## config.mk

```make
export PLATFORM = sky130hd
export DESIGN_NAME = seg_xlate
export DESIGN_NICKNAME = d
export VERILOG_FILES = /design/src/rtl/seg_xlate_pkg.sv /design/src/rtl/seg_real_add.sv /design/src/rtl/seg_desc_addr.sv /design/src/rtl/seg_limit_chk.sv /design/src/rtl/seg_xlate.sv
export SDC_FILE = /design/constraint.sdc
export NUM_CORES = 1
export LEC_CHECK = 0
export BUFFER_PORTS_ARGS = -buffer_cell sky130_fd_sc_hd__buf_2
export CAP_MARGIN = 20
export CORE_UTILIZATION = 55
export CTS_CLUSTER_SIZE = 28
export DETAILED_ROUTE_END_ITERATION = 16
export PLACE_DENSITY = 0.81
export SETUP_SLACK_MARGIN = 0.2
export SYNTH_ARGS = -nofsm -noshare
export SYNTH_HDL_FRONTEND = slang
export SYNTH_SLANG_ARGS = --single-unit
```

## constraint.sdc

```tcl
create_clock -name clk -period 5.4 [get_ports clk]
set_input_delay 0.54 -clock clk [delete_from_list [all_inputs] [get_ports clk]]
set_output_delay 0.54 -clock clk [all_outputs]
set_load 0.01 [all_outputs]
```

## src/rtl/seg_xlate_pkg.sv

```systemverilog
package seg_xlate_pkg;
  typedef enum logic [2:0] {
    XS_IDLE,
    XS_BASE_REQ,
    XS_BASE_WAIT,
    XS_LIM_REQ,
    XS_LIM_WAIT
  } xl_state_e;
endpackage

```

## src/rtl/seg_real_add.sv

```systemverilog
module seg_real_add #(
  parameter int SEG_W   = 16,
  parameter int ROFF_W  = 16,
  parameter int SHIFT   = 4,
  parameter int RADDR_W = SEG_W + SHIFT
) (
  input  logic [SEG_W-1:0]   seg,
  input  logic [ROFF_W-1:0]  off,
  output logic [RADDR_W-1:0] lin
);
  logic [RADDR_W-1:0] seg_scaled;
  logic [RADDR_W-1:0] off_ext;

  always_comb begin
    seg_scaled = RADDR_W'({seg, {SHIFT{1'b0}}});
    off_ext    = RADDR_W'(off);
    lin        = seg_scaled + off_ext;   // carry beyond RADDR_W is dropped
  end
endmodule

```

## src/rtl/seg_desc_addr.sv

```systemverilog
module seg_desc_addr #(
  parameter int IDX_W     = 13,
  parameter int ADDR_W    = 32,
  parameter int DESC_LOG2 = 3
) (
  input  logic [IDX_W-1:0]  index,
  input  logic              use_local,
  input  logic [ADDR_W-1:0] gbase,
  input  logic [ADDR_W-1:0] lbase,
  output logic [ADDR_W-1:0] desc_addr
);
  logic [ADDR_W-1:0] tbl;
  logic [ADDR_W-1:0] scaled;

  always_comb begin
    tbl       = use_local ? lbase : gbase;
    scaled    = ADDR_W'(index) << DESC_LOG2;
    desc_addr = tbl + scaled;
  end
endmodule

```

## src/rtl/seg_limit_chk.sv

```systemverilog
module seg_limit_chk #(
  parameter int ADDR_W = 32
) (
  input  logic [ADDR_W-1:0] base,
  input  logic [ADDR_W-1:0] off,
  input  logic [ADDR_W-1:0] limit,
  output logic              over,
  output logic [ADDR_W-1:0] sum
);
  always_comb begin
    over = off > limit;
    sum  = base + off;
  end
endmodule

```

## src/rtl/seg_xlate.sv

```systemverilog
module seg_xlate
  import seg_xlate_pkg::*;
#(
  parameter int SEL_W      = 16,
  parameter int ADDR_W     = 32,
  parameter int REAL_OFF_W = 16,
  parameter int SHIFT      = 4,
  parameter int TI_BIT     = 2,
  parameter int DESC_LOG2  = 3,
  parameter int WORD_BYTES = 4
) (
  input  logic              clk,
  input  logic              rst,
  input  logic              req_valid,
  output logic              req_ready,
  input  logic              req_prot,
  input  logic [SEL_W-1:0]  req_sel,
  input  logic [ADDR_W-1:0] req_off,
  input  logic [ADDR_W-1:0] gtab_base,
  input  logic [ADDR_W-1:0] ltab_base,
  output logic              mem_req_valid,
  input  logic              mem_req_ready,
  output logic [ADDR_W-1:0] mem_req_addr,
  input  logic              mem_rsp_valid,
  input  logic [ADDR_W-1:0] mem_rsp_data,
  output logic              done,
  output logic              fault,
  output logic [ADDR_W-1:0] lin_addr
);
  localparam int RADDR_W = SEL_W + SHIFT;
  localparam int IDX_LSB = TI_BIT + 1;
  localparam int IDX_W   = SEL_W - IDX_LSB;

  xl_state_e          state_q;
  logic [ADDR_W-1:0]  desc_q, off_q, base_q, lin_q;
  logic               done_q, fault_q;
  logic [RADDR_W-1:0] real_lin;
  logic [ADDR_W-1:0]  desc_addr;
  logic               over;
  logic [ADDR_W-1:0]  prot_sum;
  logic               unused_bits;

  assign unused_bits = ^{req_sel[TI_BIT-1:0], req_off[ADDR_W-1:REAL_OFF_W]};

  seg_real_add #(
    .SEG_W(SEL_W), .ROFF_W(REAL_OFF_W), .SHIFT(SHIFT), .RADDR_W(RADDR_W)
  ) u_real (
    .seg(req_sel), .off(req_off[REAL_OFF_W-1:0]), .lin(real_lin)
  );

  seg_desc_addr #(
    .IDX_W(IDX_W), .ADDR_W(ADDR_W), .DESC_LOG2(DESC_LOG2)
  ) u_daddr (
    .index(req_sel[SEL_W-1:IDX_LSB]), .use_local(req_sel[TI_BIT]),
    .gbase(gtab_base), .lbase(ltab_base), .desc_addr(desc_addr)
  );

  seg_limit_chk #(.ADDR_W(ADDR_W)) u_lim (
    .base(base_q), .off(off_q), .limit(mem_rsp_data), .over(over), .sum(prot_sum)
  );

  always_ff @(posedge clk) begin
    if (rst) begin
      state_q <= XS_IDLE;
      desc_q  <= '0;
      off_q   <= '0;
      base_q  <= '0;
      lin_q   <= '0;
      done_q  <= 1'b0;
      fault_q <= 1'b0;
    end else begin
      done_q  <= 1'b0;
      fault_q <= 1'b0;
      unique case (state_q)
        XS_IDLE: begin
          if (req_valid) begin
            if (!req_prot) begin
              done_q <= 1'b1;
              lin_q  <= ADDR_W'(real_lin);
            end else begin
              desc_q  <= desc_addr;
              off_q   <= req_off;
              state_q <= XS_BASE_REQ;
            end
          end
        end
        XS_BASE_REQ:  if (mem_req_ready) state_q <= XS_BASE_WAIT;
        XS_BASE_WAIT: begin
          if (mem_rsp_valid) begin
            base_q  <= mem_rsp_data;
            state_q <= XS_LIM_REQ;
          end
        end
        XS_LIM_REQ:   if (mem_req_ready) state_q <= XS_LIM_WAIT;
        XS_LIM_WAIT: begin
          if (mem_rsp_valid) begin
            if (over) begin
              fault_q <= 1'b1;
              lin_q   <= '0;
            end else begin
              done_q <= 1'b1;
              lin_q  <= prot_sum;
            end
            state_q <= XS_IDLE;
          end
        end
        default: state_q <= XS_IDLE;
      endcase
    end
  end

  always_comb begin
    req_ready     = (state_q == XS_IDLE);
    mem_req_valid = (state_q == XS_BASE_REQ) || (state_q == XS_LIM_REQ);
    mem_req_addr  = (state_q == XS_LIM_REQ) ? desc_q + ADDR_W'(WORD_BYTES) : desc_q;
    done          = done_q;
    fault         = fault_q;
    lin_addr      = lin_q;
  end
endmodule


```

# Word level (Yosys, flattened, before mapping)
# Cells that the tools add are included.
op_classes:
  muxes: 20
  n_addsub: 4
  reduce_logical: 8
  n_eq_ne: 11
  magnitude_cmp: 1
  n_bitwise: 2
ops:
  columns: ["operator", "n"]
  rows:
  - ["$mux 32", 6]
  - ["$pmux 32 s2", 1]
  - ["$add 32x16->32", 1]
  - ["$add 32x3->32 const B", 1]
  - ["$add 32x32->32", 1]
  - ["$gt 32x32->1", 1]
  - ["$add 20x16->20", 1]
  - ["$mux 3", 6]
  - ["$pmux 3 s5", 1]
  - ["$ne 2x2->1 const B", 6]
  - ["$eq 3x2->1 const B", 2]
  - ["$reduce_and 6->1", 1]
  - ["$mux 1", 5]
  - ["$reduce_and 4->1", 1]
  - ["$eq 3x1->1 const B", 1]
  - ["$eq 3x3->1 const B", 1]
  - ["$logic_not 3->1", 1]
  - ["$reduce_and 3->1", 1]
  - ["$reduce_or 3->1", 1]
  - ["$ne 2x1->1 const B", 1]
  - ["$not 1->1", 2]
  - ["$pmux 1 s2", 1]
  - ["$reduce_and 2->1", 1]
  - ["$reduce_bool 2->1", 1]
  - ["$logic_or 1x1->1", 1]
totals:
  reg_bits: 133
  output_inout_bits: 68
  input_bits: 150
  word_cells: 53

# Depth between registers and ports, before layout
# Gate-level depths: netlist of run 1.
logic_depth:
  depth_word: 4
  mapped_depth: 17

# Cells and area by module
# A second synthesis of run 1 with hierarchy kept.
hier_totals:
  hier_cells: 1326
  area_unflattened_um2: 10381.2
modules_own_cells:
  columns: ["mod", "cells_each", "n_inst", "area_per_inst_um2", "seq_area_each_um2"]
  rows:
  - ["seg_xlate", 703, 1, 5661.7, 2662.6]
  - ["seg_limit_chk", 343, 1, 2449.8, 0.0]
  - ["seg_desc_addr", 172, 1, 1448.9, 0.0]
  - ["seg_real_add", 108, 1, 820.8, 0.0]

# Least setup slack after synthesis of run 1
# No wires, ideal clock.
synth_timing:
  path_kind: "input -> register"
  from: "in req_sel[2]"
  to: "reg desc_q[20]"
  setup_slack_ns: 1.178
  path_stages: 16
  required_ns: 5.268
  t_arrival_ns: 4.089
  path_buffers: 5
  setup_time_ns: 0.132
  path_cell_list: "buf_2 -> buf_2 -> buf_1 -> buf_1 -> mux2i_1 -> inv_1 -> ha_1 -> a21o_1 -> a21o_1 -> a211oi_1 -> o211ai_1 -> a41o_1 -> clkbuf_1 -> a221oi_1 -> a211o_1 -> a21oi_1"
synth_between:
  elab_chain_len: 2
synth_rtl:
  columns: ["element", "line_no", "source"]
  rows:
  - ["start: declaration", "seg_xlate.sv:17", "input logic [SEL_W-1:0] req_sel,"]
  - ["$mux 32", "seg_desc_addr.sv:16", "tbl = use_local ? lbase : gbase;"]
  - ["$add 32x16->32", "seg_desc_addr.sv:18", "desc_addr = tbl + scaled;"]
  - ["end signal: assignment", "seg_xlate.sv:81", "desc_q <= desc_addr;"]
  - ["end: declaration", "seg_xlate.sv:35", "logic [ADDR_W-1:0] desc_q, off_q, base_q, lin_q;"]
# No other way between the ends.
# A chain may end at the register's enable or synchronous reset.

# Worst setup path in the final report of run 1
layout_timing:
  from: "in req_sel[2]"
  to: "reg desc_q[31]"
# The elaborated chain is that of the path after synthesis.

==> flow_metrics.py, run 1 <==
metrics = {
    "layout": {
        "nFillCells": 1427,
        "area_growth_pct": 19.7,
        "drive_gt1_share_pct": 20.1,
        "final_nets": 1657,
        "fin_area_um2": 11300,
    },
    "hold_path": {
        "min_to": "off_q[20]$_SDFFE_PP0P_",
        "hold_start": "req_off[20]",
        "holdPathStages": 3,
        "hp-class": "in2reg",
    },
    "timing": {
        "min_period_ns": 4.07,
        "setup_viol": 0,
        "max_slew_margin_pct": 37.5,
        "fin_crit_sh_pct": 75.3,
        "holdWs_ns": 0.358,
        "hold_viol_final": 0,
        "final.setup.tns_ns": 0,
        "drv_slew": 0,
        "max_freq_ghz": 0.246,
        "rsz0062_at_grt": "no",
        "fin_skew_ns": 0.00882,
        "worst_pin_slew_ns": 0.934,
    },
    "critical_path": {
        "r2r_cells": 11,
        "required_ns": 5.67,
        "reg2reg_slack_ns": 1.94,
        "cp-start-kind": "input port",
        "r2r_end": "lin_addr[24]$_SDFFE_PP0P_",
        "endpoint_kind": "register",
        "critPathMaxFanout": 39,
        "worstReg2RegStart": "off_q[0]$_SDFFE_PP0P_",
        "startpoint": "req_sel[2]",
        "crit_type": "in2reg",
        "worstPathArrival_ns": 4.34,
    },
    "route": {
        "firstDrtPassIters": 5,
        "wl_per_cell_um": 16.4,
        "dr_wl_met2_um": 12900,
        "drt_iter0_drc": 598,
        "top_layer": "met4",
        "wl_met1_um": 11600,
        "avgViaCountPerCell": 5.78,
        "ant_nets": 0,
        "vias": 9524,
        "wl_um": 27000,
        "route.met3.wl_um": 1670,
        "drc": 0,
    },
    "grt": {
        "grt_max_degree": 79,
        "grt_use_total_pct": 30.3,
        "gr-total-overflow": 0,
        "antenna_found_initial": 2,
        "first_global_vias": 8795,
        "grt_pass1_wl_um": 42800,
    },
    "placement": {
        "portBuffers": 217,
        "dpl.hpwl_um": 20300,
        "placed_cell_area_um2": 10700,
        "gp_congestion": 0.935,
    },
    "power_and_ir_drop": {
        "swShare_pct": 28.2,
        "p_sw_uw": 845,
        "power_frac_seq_pct": 36.2,
        "p_clk_share_pct": 44.4,
        "p_leak_uw": 0.00526,
        "vdd_drop_max_mv": 0.230,
        "p_per_area_nw_per_um2": 264,
        "combPwrFrac_pct": 19.4,
        "intPower_uw": 2150,
    },
    "yosys": {
        "synth_flop_cell": "dfxtp_1",
        "synthArstFlopShare_pct": 0,
        "syn_avg_cell_area_um2": 7.70,
        "synthSimpleGateAreaFrac_pct": 22.3,
        "synth_top_cell_area_share_pct": 28.1,
        "synth_top_family_by_area": "simple AND/OR/NAND/NOR gates",
        "synth_edf_count": 0,
        "synthXorXnorAreaFrac_pct": 7.77,
        "yosys_warnings": 0,
        "muxShareOfSynthArea_pct": 3.47,
        "syn-cell-area_um2": 9470,
        "ys_types": 67,
        "synthAdderAreaFrac_pct": 12.4,
        "synth_nets": 1472,
        "syn_inst": 1230,
        "synth_area_leaders": "dfxtp_1, ha_1, nand2_1",
        "yosys_register_bits": 133,
        "synth_top_area_cell": "dfxtp_1",
        "netlist_top_cells_count": "nand2_1, a21oi_1, dfxtp_1, ha_1, nor2_1",
        "synth.most_common_cell": "nand2_1",
        "synth_compound_area_share_pct": 21.6,
        "yosysSeqAreaShare_pct": 28.1,
    },
    "die": {
        "dieHeight_um": 133,
        "ios": 218,
        "start_util_pct": 56.7,
        "die_area_um2": 17800,
        "core_um2": 16700,
        "row_count": 47,
        "die_width_um": 133,
    },
    "clock_tree": {
        "clkSinkCount": 133,
        "cts_buffers": 17,
        "cts-root-buf": "clkbuf_16",
        "clkTransAtPathRegs_ns": 0.06,
        "cts_buffer_depth": 2,
        "cts_hold_buf": 0,
        "cts_resized": 0,
        "clock_latency_ns": 0.42,
        "tritoncts": "yes",
        "htreeDepth": 4,
        "postCtsSetupRepairBufs": 0,
    },
    "status": {
        "outcome": "finished, final reports clean",
    },
    "job": {
        "drv_cap": 0,
    },
}
worst max-delay path, stage by stage:
cell,delay [ns]
buf_2,0.70
mux2_2,0.30
ha_1,0.16
inv_1,0.06
fa_1,0.39
nor2b_1,0.18
o21a_1,0.16
o21ai_0,0.17
a211oi_1,0.30
o21ai_0,0.32
a211oi_1,0.58
and3b_1,0.26
xor2_1,0.15
o31ai_1,0.07
sequential cells by signal, indices dropped and copies added, names as in the netlist:
signal    cells
state_q       3
fault         1
base_q       32
off_q        32
done          1
desc_q       32
lin_addr     32
cell type report:
class / count / area [µm²] / share of cell area (%)
Clock buffer: 17 / 425 / 3.75
Clock inverter: 15 / 251 / 2.22
Sequential cell: 133 / 2660 / 23.5
Inverter: 49 / 184 / 1.62
Antenna cell: 1 / 2.50 / 0.0221
Multi-Input combinational cell: 991 / 6400 / 56.5
Timing Repair Buffer: 223 / 1130 / 10.0
Tap cell: 220 / 275 / 2.43
layout by cell type (no fill, tap or decap), drive strengths merged, types with 8 or more instances in the layout:
cell type	instances
o21a	15
or3	8
ha	89
mux2i	16
buf	223
inv	51
a21oi	134
nand4	14
a211oi	17
nand3b	10
clkbuf	17
and2	8
a21o	39
xnor2	52
nor2b	16
a221oi	15
nor2	78
dfxtp	133
o21ai	40
nor3	37
xor2	32
or2	8
nand2	220
mux2	15
nand3	35
stage by stage:
| step | total power, µW | std cells | util, % | setup WS [ns] |
|---|---|---|---|---|
| after floorplan | 1480 | 1230 | - | 1.18 |
| after global placement | 1660 | 1616 | 63.8 | 1.09 |
| after detailed placement | 1680 | 1616 | 63.8 | 0.940 |
| after CTS | 3000 | 1648 | 67.9 | 1.37 |
| after global routing | 3120 | 1649 | 67.9 | 1.05 |
| final | 3000 | 1649 | 67.9 | 1.33 |
layer usage:
metal	up-vias	global-route usage [%]
met1	4385	37.8
met5	-	0
li1	4731	-
met2	356	51.7
met4	0	12.3
met3	52	5.33
power groups by stage:
stage,sequential [µW],clock (µW),combinational (µW)
after floorplan,1090,0,387
after global placement,1100,0,561
after detailed placement,1100,0,573
after CTS,1080,1340,580
after global routing,1090,1390,645
final,1080,1330,582
how the worst max path moves through the flow:
stage,to,slack [ns],cells past startpoint
2_1_floorplan,desc_q[20]$_SDFFE_PP0P_,1.18,16
3_3_place_gp,desc_q[31]$_SDFFE_PP0P_,1.09,14
3_5_place_dp,desc_q[31]$_SDFFE_PP0P_,0.94,14
4_1_cts,desc_q[31]$_SDFFE_PP0P_,1.37,14
5_1_grt,desc_q[31]$_SDFFE_PP0P_,1.05,14
6_report,desc_q[31]$_SDFFE_PP0P_,1.33,14
cells by family after synthesis:
kind of cell / count (synthesis)
AO/OA/AOI/OAI: 320
AND/OR/NAND/NOR: 464
XOR/XNOR: 84
multiplexers: 31
flip-flops: 133
adder cells (fa/ha/maj): 92
buffers and inverters: 106
Note: power is estimated with default switching activity, not from simulation.
==> inputs of run 2 (changes only) <==
- CORE_UTILIZATION: 55 -> 50
- PLACE_DENSITY: 0.81 -> 0.78
- clock period: 5.4 -> 3.45 ns (I/O delays scaled with it)
==> run 2 against run 1 <==
  * First-iteration DRC count fell by 6.9%
  * Count of clock-buffer cells in the layout up 6
  * Via count is essentially flat
  * Largest cell class unchanged
  * Highest routed layer unchanged
==> flow_metrics.py, run 2 (same netlist as run 1, synthesis figures left out) <==
metrics = {
    "grt": {
        "first_global_vias": 8839,
        "grt_pass1_wl_um": 43000,
        "antenna_found_initial": 2,
        "grt_use_total_pct": 27.7,
        "gr-total-overflow": 0,
        "grt_max_degree": 72,
    },
    "timing": {
        "fin_crit_sh_pct": 91.3,
        "worst_pin_slew_ns": 0.980,
        "setup_viol": 0,
        "hold_viol_final": 0,
        "max_slew_margin_pct": 34.4,
        "final.setup.tns_ns": 0,
        "rsz0062_at_grt": "yes",
        "min_period_ns": 3.15,
        "drv_slew": 0,
        "max_freq_ghz": 0.318,
        "fin_skew_ns": 0.0119,
        "setup_ws_ns": 0.301,
    },
    "clock_tree": {
        "htreeDepth": 4,
        "cts_buffers": 17,
        "clkSinkCount": 133,
        "clock_latency_ns": 0.44,
        "clkTransAtPathRegs_ns": 0.06,
        "tritoncts": "yes",
        "cts_buffer_depth": 2,
        "cts-root-buf": "clkbuf_16",
    },
    "route": {
        "vias": 9517,
        "firstDrtPassIters": 5,
        "wl_per_cell_um": 16.3,
        "ant_nets": 0,
        "drc": 0,
        "avgViaCountPerCell": 5.69,
        "drt_iter0_drc": 557,
        "wl_um": 27200,
    },
    "die": {
        "ios": 218,
        "dieHeight_um": 140,
        "start_util_pct": 51.8,
        "row_count": 49,
        "die_width_um": 140,
        "core_um2": 18300,
        "die_area_um2": 19500,
    },
    "layout": {
        "drive_gt1_share_pct": 21.5,
        "final_nets": 1670,
        "nFillCells": 1637,
        "layout_common_cells": "nand2_1, buf_2, a21oi_1, dfxtp_1, ha_1",
        "final_common_cell": "nand2_1",
        "area_growth_pct": 21.5,
    },
    "placement": {
        "pre_cts_ws_ns": 0.105,
        "gp_congestion": 0.970,
        "portBuffers": 217,
        "dpl.hpwl_um": 20700,
    },
    "power_and_ir_drop": {
        "intPower_uw": 3400,
        "vdd_drop_max_mv": 0.414,
        "power_frac_seq_pct": 36.1,
        "combPwrFrac_pct": 19.6,
        "p_leak_uw": 0.00535,
        "p_per_area_nw_per_um2": 408,
        "p_total_uw": 4700,
        "p_sw_uw": 1300,
        "swShare_pct": 27.6,
        "p_clk_share_pct": 44.3,
    },
    "critical_path": {
        "worstPathArrival_ns": 2.80,
        "critPathMaxFanout": 4,
        "endpoint_kind": "output pin",
        "cp-start-kind": "register",
        "required_ns": 3.11,
        "crit_type": "reg2out",
    },
    "hold_path": {
        "hp-class": "in2reg",
    },
    "job": {
        "drv_cap": 0,
    },
    "status": {
        "outcome": "finished, final reports clean",
    },
}
## run 2: cell types whose count changed in the layout (fill, tap and decap cells not counted), moves of 3 or more
cell      delta
buf_4       +13
o21ai_0      -3
a211oi_2     +3
clkbuf_1     +4
a211oi_1     -3
clkinv_4     -3
o21ai_1      +3
## run 2: per-layer routing
layer	wire length, µm	part of all wire, %	vias to the layer above	global-route usage, %
met2	12800	47	325	46.1
met5	0	0	-	0
met1	11700	43	4373	34.3
li1	-	-	4756	-
met4	1150	4.2	0	15.0
met3	1650	6.1	63	4.51
## run 2: layout make-up
cell class	count	area (µm²)	share of cell area [%]
clock buffer	23	468	4.07
antenna	3	7.51	0.0652
timing repair buffer	236	1230	10.7
clock inverter	9	198	1.72
sequential	133	2660	23.1
multi-input combinational	991	6470	56.2
inverter	49	184	1.60
tap	229	287	2.49
## run 2: what timing repair did
action,CTS,global route
buffers inserted,0,5
hold endpoints to repair,0,0
resized for setup,3,12
pin swaps,2,5
hold buffers,0,0
endpoints found under the setup margin,8,11
## run 2: power groups by stage
| stage | clock [µW] | combinational (µW) | sequential (µW) |
|---|---|---|---|
| final | 2080 | 923 | 1690 |
| after global routing | 2170 | 1020 | 1700 |
| after CTS | 2100 | 917 | 1690 |
| after detailed placement | 0 | 907 | 1720 |
| after global placement | 0 | 895 | 1720 |
| after floorplan | 0 | 612 | 1710 |
## run 2: stage by stage
stage / util [%] / instance area, µm² / std cells / hold WS [ns]
floorplan: - / 9510 / 1230 / 0.432
global placement: 58.8 / 10700 / 1633 / 0.430
detailed placement: 58.8 / 10700 / 1633 / 0.439
CTS: 62.5 / 11400 / 1665 / 0.147
global route: 63.0 / 11500 / 1672 / 0.151
finish: 63.0 / 11500 / 1673 / 0.153
## run 2: path summary, 6_finish.rpt
check,start,endpoint,slack [ns],cells after the start
max reg2reg,off_q[2]$_SDFFE_PP0P_,lin_addr[31]$_SDFFE_PP0P_,0.40,10
min reg2reg,lin_addr[21]$_SDFFE_PP0P_,lin_addr[21]$_SDFFE_PP0P_,0.45,2
min,req_off[23],off_q[23]$_SDFFE_PP0P_,0.15,3
max,desc_q[7]$_SDFFE_PP0P_,mem_req_addr[31],0.30,9
## run 2: critical path: stages (launching register included)
cell and delay [ns]:
dfxtp_1 0.43, and3_4 0.24, nand3_2 0.13, nand2b_2 0.26, nor2_1 0.15, and4_2 0.30, nand2_1 0.15, or4_1 0.44
xnor2_1 0.13, buf_2 0.14
==> inputs of run 3 (changes only) <==
- SETUP_SLACK_MARGIN: 0.2 -> 0.5
==> run 3 against run 2 <==
  * Critical endpoint is now lin_addr[24]$_SDFFE_PP0P_
  * Clock power is 8% lower
  * Critical path depth is 2 higher
  * Combinational power is 5.6% higher
==> flow_metrics.py, run 3 (same netlist as run 1, synthesis figures left out) <==
metrics = {
    "status": {
        "outcome": "finished, final reports clean",
    },
    "grt": {
        "first_global_vias": 9030,
        "grt_max_degree": 68,
        "gr-total-overflow": 0,
        "grt_pass1_wl_um": 44000,
        "antenna_found_initial": 1,
        "grt_use_total_pct": 28.2,
    },
    "layout": {
        "final_nets": 1685,
        "drive_gt1_share_pct": 26.0,
        "fin_area_um2": 11900,
        "area_growth_pct": 25.9,
        "final_common_cell": "nand2_1",
        "nFillCells": 1574,
        "seqCellArea_um2": 2680,
        "layout_common_cells": "nand2_1, buf_2, a21oi_1",
        "multi_input_area_um2": 6800,
    },
    "clock_tree": {
        "tritoncts": "yes",
        "cts_buffers": 17,
        "cts_hold_buf": 0,
        "htreeDepth": 4,
        "clkTransAtPathRegs_ns": 0.06,
        "cts-root-buf": "clkbuf_16",
        "cts_buffer_depth": 2,
        "clock_latency_ns": 0.43,
        "clkSinkCount": 133,
    },
    "route": {
        "firstDrtPassIters": 5,
        "drc": 0,
        "wl_per_cell_um": 16.9,
        "avgViaCountPerCell": 5.76,
        "ant_nets": 0,
        "vias": 9706,
        "drt_iter0_drc": 654,
        "wl_um": 28400,
    },
    "critical_path": {
        "startpoint": "base_q[0]$_SDFFE_PP0P_",
        "worstReg2RegStart": "base_q[0]$_SDFFE_PP0P_",
        "crit_type": "reg2reg",
        "worstPathArrival_ns": 3.24,
        "endpoint_kind": "register",
        "cp-start-kind": "register",
        "critPathMaxFanout": 4,
        "required_ns": 3.77,
    },
    "timing": {
        "setup_ws_ns": 0.527,
        "min_period_ns": 2.92,
        "fin_skew_ns": 0.00850,
        "worst_pin_slew_ns": 1.01,
        "max_freq_ghz": 0.342,
        "final.setup.tns_ns": 0,
        "max_slew_margin_pct": 32.6,
        "hold_viol_final": 0,
        "setup_viol": 0,
        "drv_slew": 0,
        "rsz0062_at_grt": "yes",
        "fin_crit_sh_pct": 84.7,
    },
    "job": {
        "drv_cap": 0,
    },
    "die": {
        "row_count": 49,
        "die_area_um2": 19500,
        "core_um2": 18300,
        "ios": 218,
        "start_util_pct": 51.8,
        "die_width_um": 140,
        "dieHeight_um": 140,
    },
    "hold_path": {
        "hp-class": "in2reg",
        "hold_start": "req_off[23]",
    },
    "power_and_ir_drop": {
        "p_per_area_nw_per_um2": 384,
        "p_leak_uw": 0.00541,
        "p_total_uw": 4580,
        "vdd_drop_max_mv": 0.389,
    },
    "placement": {
        "portBuffers": 217,
        "gp_congestion": 0.963,
        "dpl.hpwl_um": 20900,
        "pre_cts_ws_ns": 0.162,
        "placed_cell_area_um2": 10900,
    },
}
run 3: cell types whose count changed in the layout (fill, tap and decap cells not counted), moves of 11 or more:
| cell | previous run | this run |
|---|---|---|
| buf_4 | 20 | 34 |
| dfxtp_1 | 132 | 120 |
| dfxtp_2 | 1 | 12 |
| ha_1 | 89 | 75 |
| ha_4 | 0 | 12 |
run 3: final timing paths:
check | end | slack (ns) | cells past startpoint
worst min register to register | lin_addr[21]$_SDFFE_PP0P_ | 0.45 | 2
worst max register to register | lin_addr[24]$_SDFFE_PP0P_ | 0.53 | 11
worst max-delay path | lin_addr[24]$_SDFFE_PP0P_ | 0.53 | 11
worst min-delay path | off_q[23]$_SDFFE_PP0P_ | 0.15 | 3
run 3: report_power, final:
part	internal, µW	switching [µW]	leakage [µW]	total, µW
Clock	1210	699	0.000291	1910
Sequential	1620	80.9	0.00109	1700
Combinational	425	550	0.00403	975
run 3: timing repair:
action | 4_1_cts | 5_1_grt
endpoints found under the setup margin | 21 | 31
setup buffers | 6 | 16
pin swaps | 8 | 22
endpoints found under the hold margin | 0 | 0
gates resized for setup | 25 | 43
run 3: final cells by class:
cell class | instances | area share [%]
Clock inverter | 8 | 1.03
Sequential cell | 133 | 22.5
Tap cell | 229 | 2.40
Clock buffer | 23 | 4.09
Timing Repair Buffer | 251 | 11.4
Inverter | 49 | 1.54
Antenna cell | 1 | 0.0210
Multi-Input combinational cell | 991 | 57.0
run 3: worst max-delay path, stage by stage, from the launching register on:
cell,delay (ns)
dfxtp_2,0.34
ha_4,0.17
fa_2,0.39
a211o_4,0.37
a211oi_4,0.26
o31ai_2,0.10
a21oi_2,0.24
o21a_2,0.24
o2111ai_4,0.17
o31ai_2,0.24
xnor2_1,0.09
a22o_1,0.20
run 3: routing by layer:
layer  track usage [%]  part of all wire [%]
met5                 0                     0
met4              11.4                   3.3
met3              4.51                   5.0
met2              47.4                    48
met1              36.0                    44
run 3: metrics by stage:
stage | hold WS (ns) | util (%) | instances
6_report | 0.150 | 65.3 | 1685
5_1_grt | 0.156 | 65.3 | 1685
4_1_cts | 0.152 | 63.6 | 1668
3_5_place_dp | 0.441 | 59.5 | 1631
3_3_place_gp | 0.433 | 59.5 | 1631
2_1_floorplan | 0.432 | - | 1230
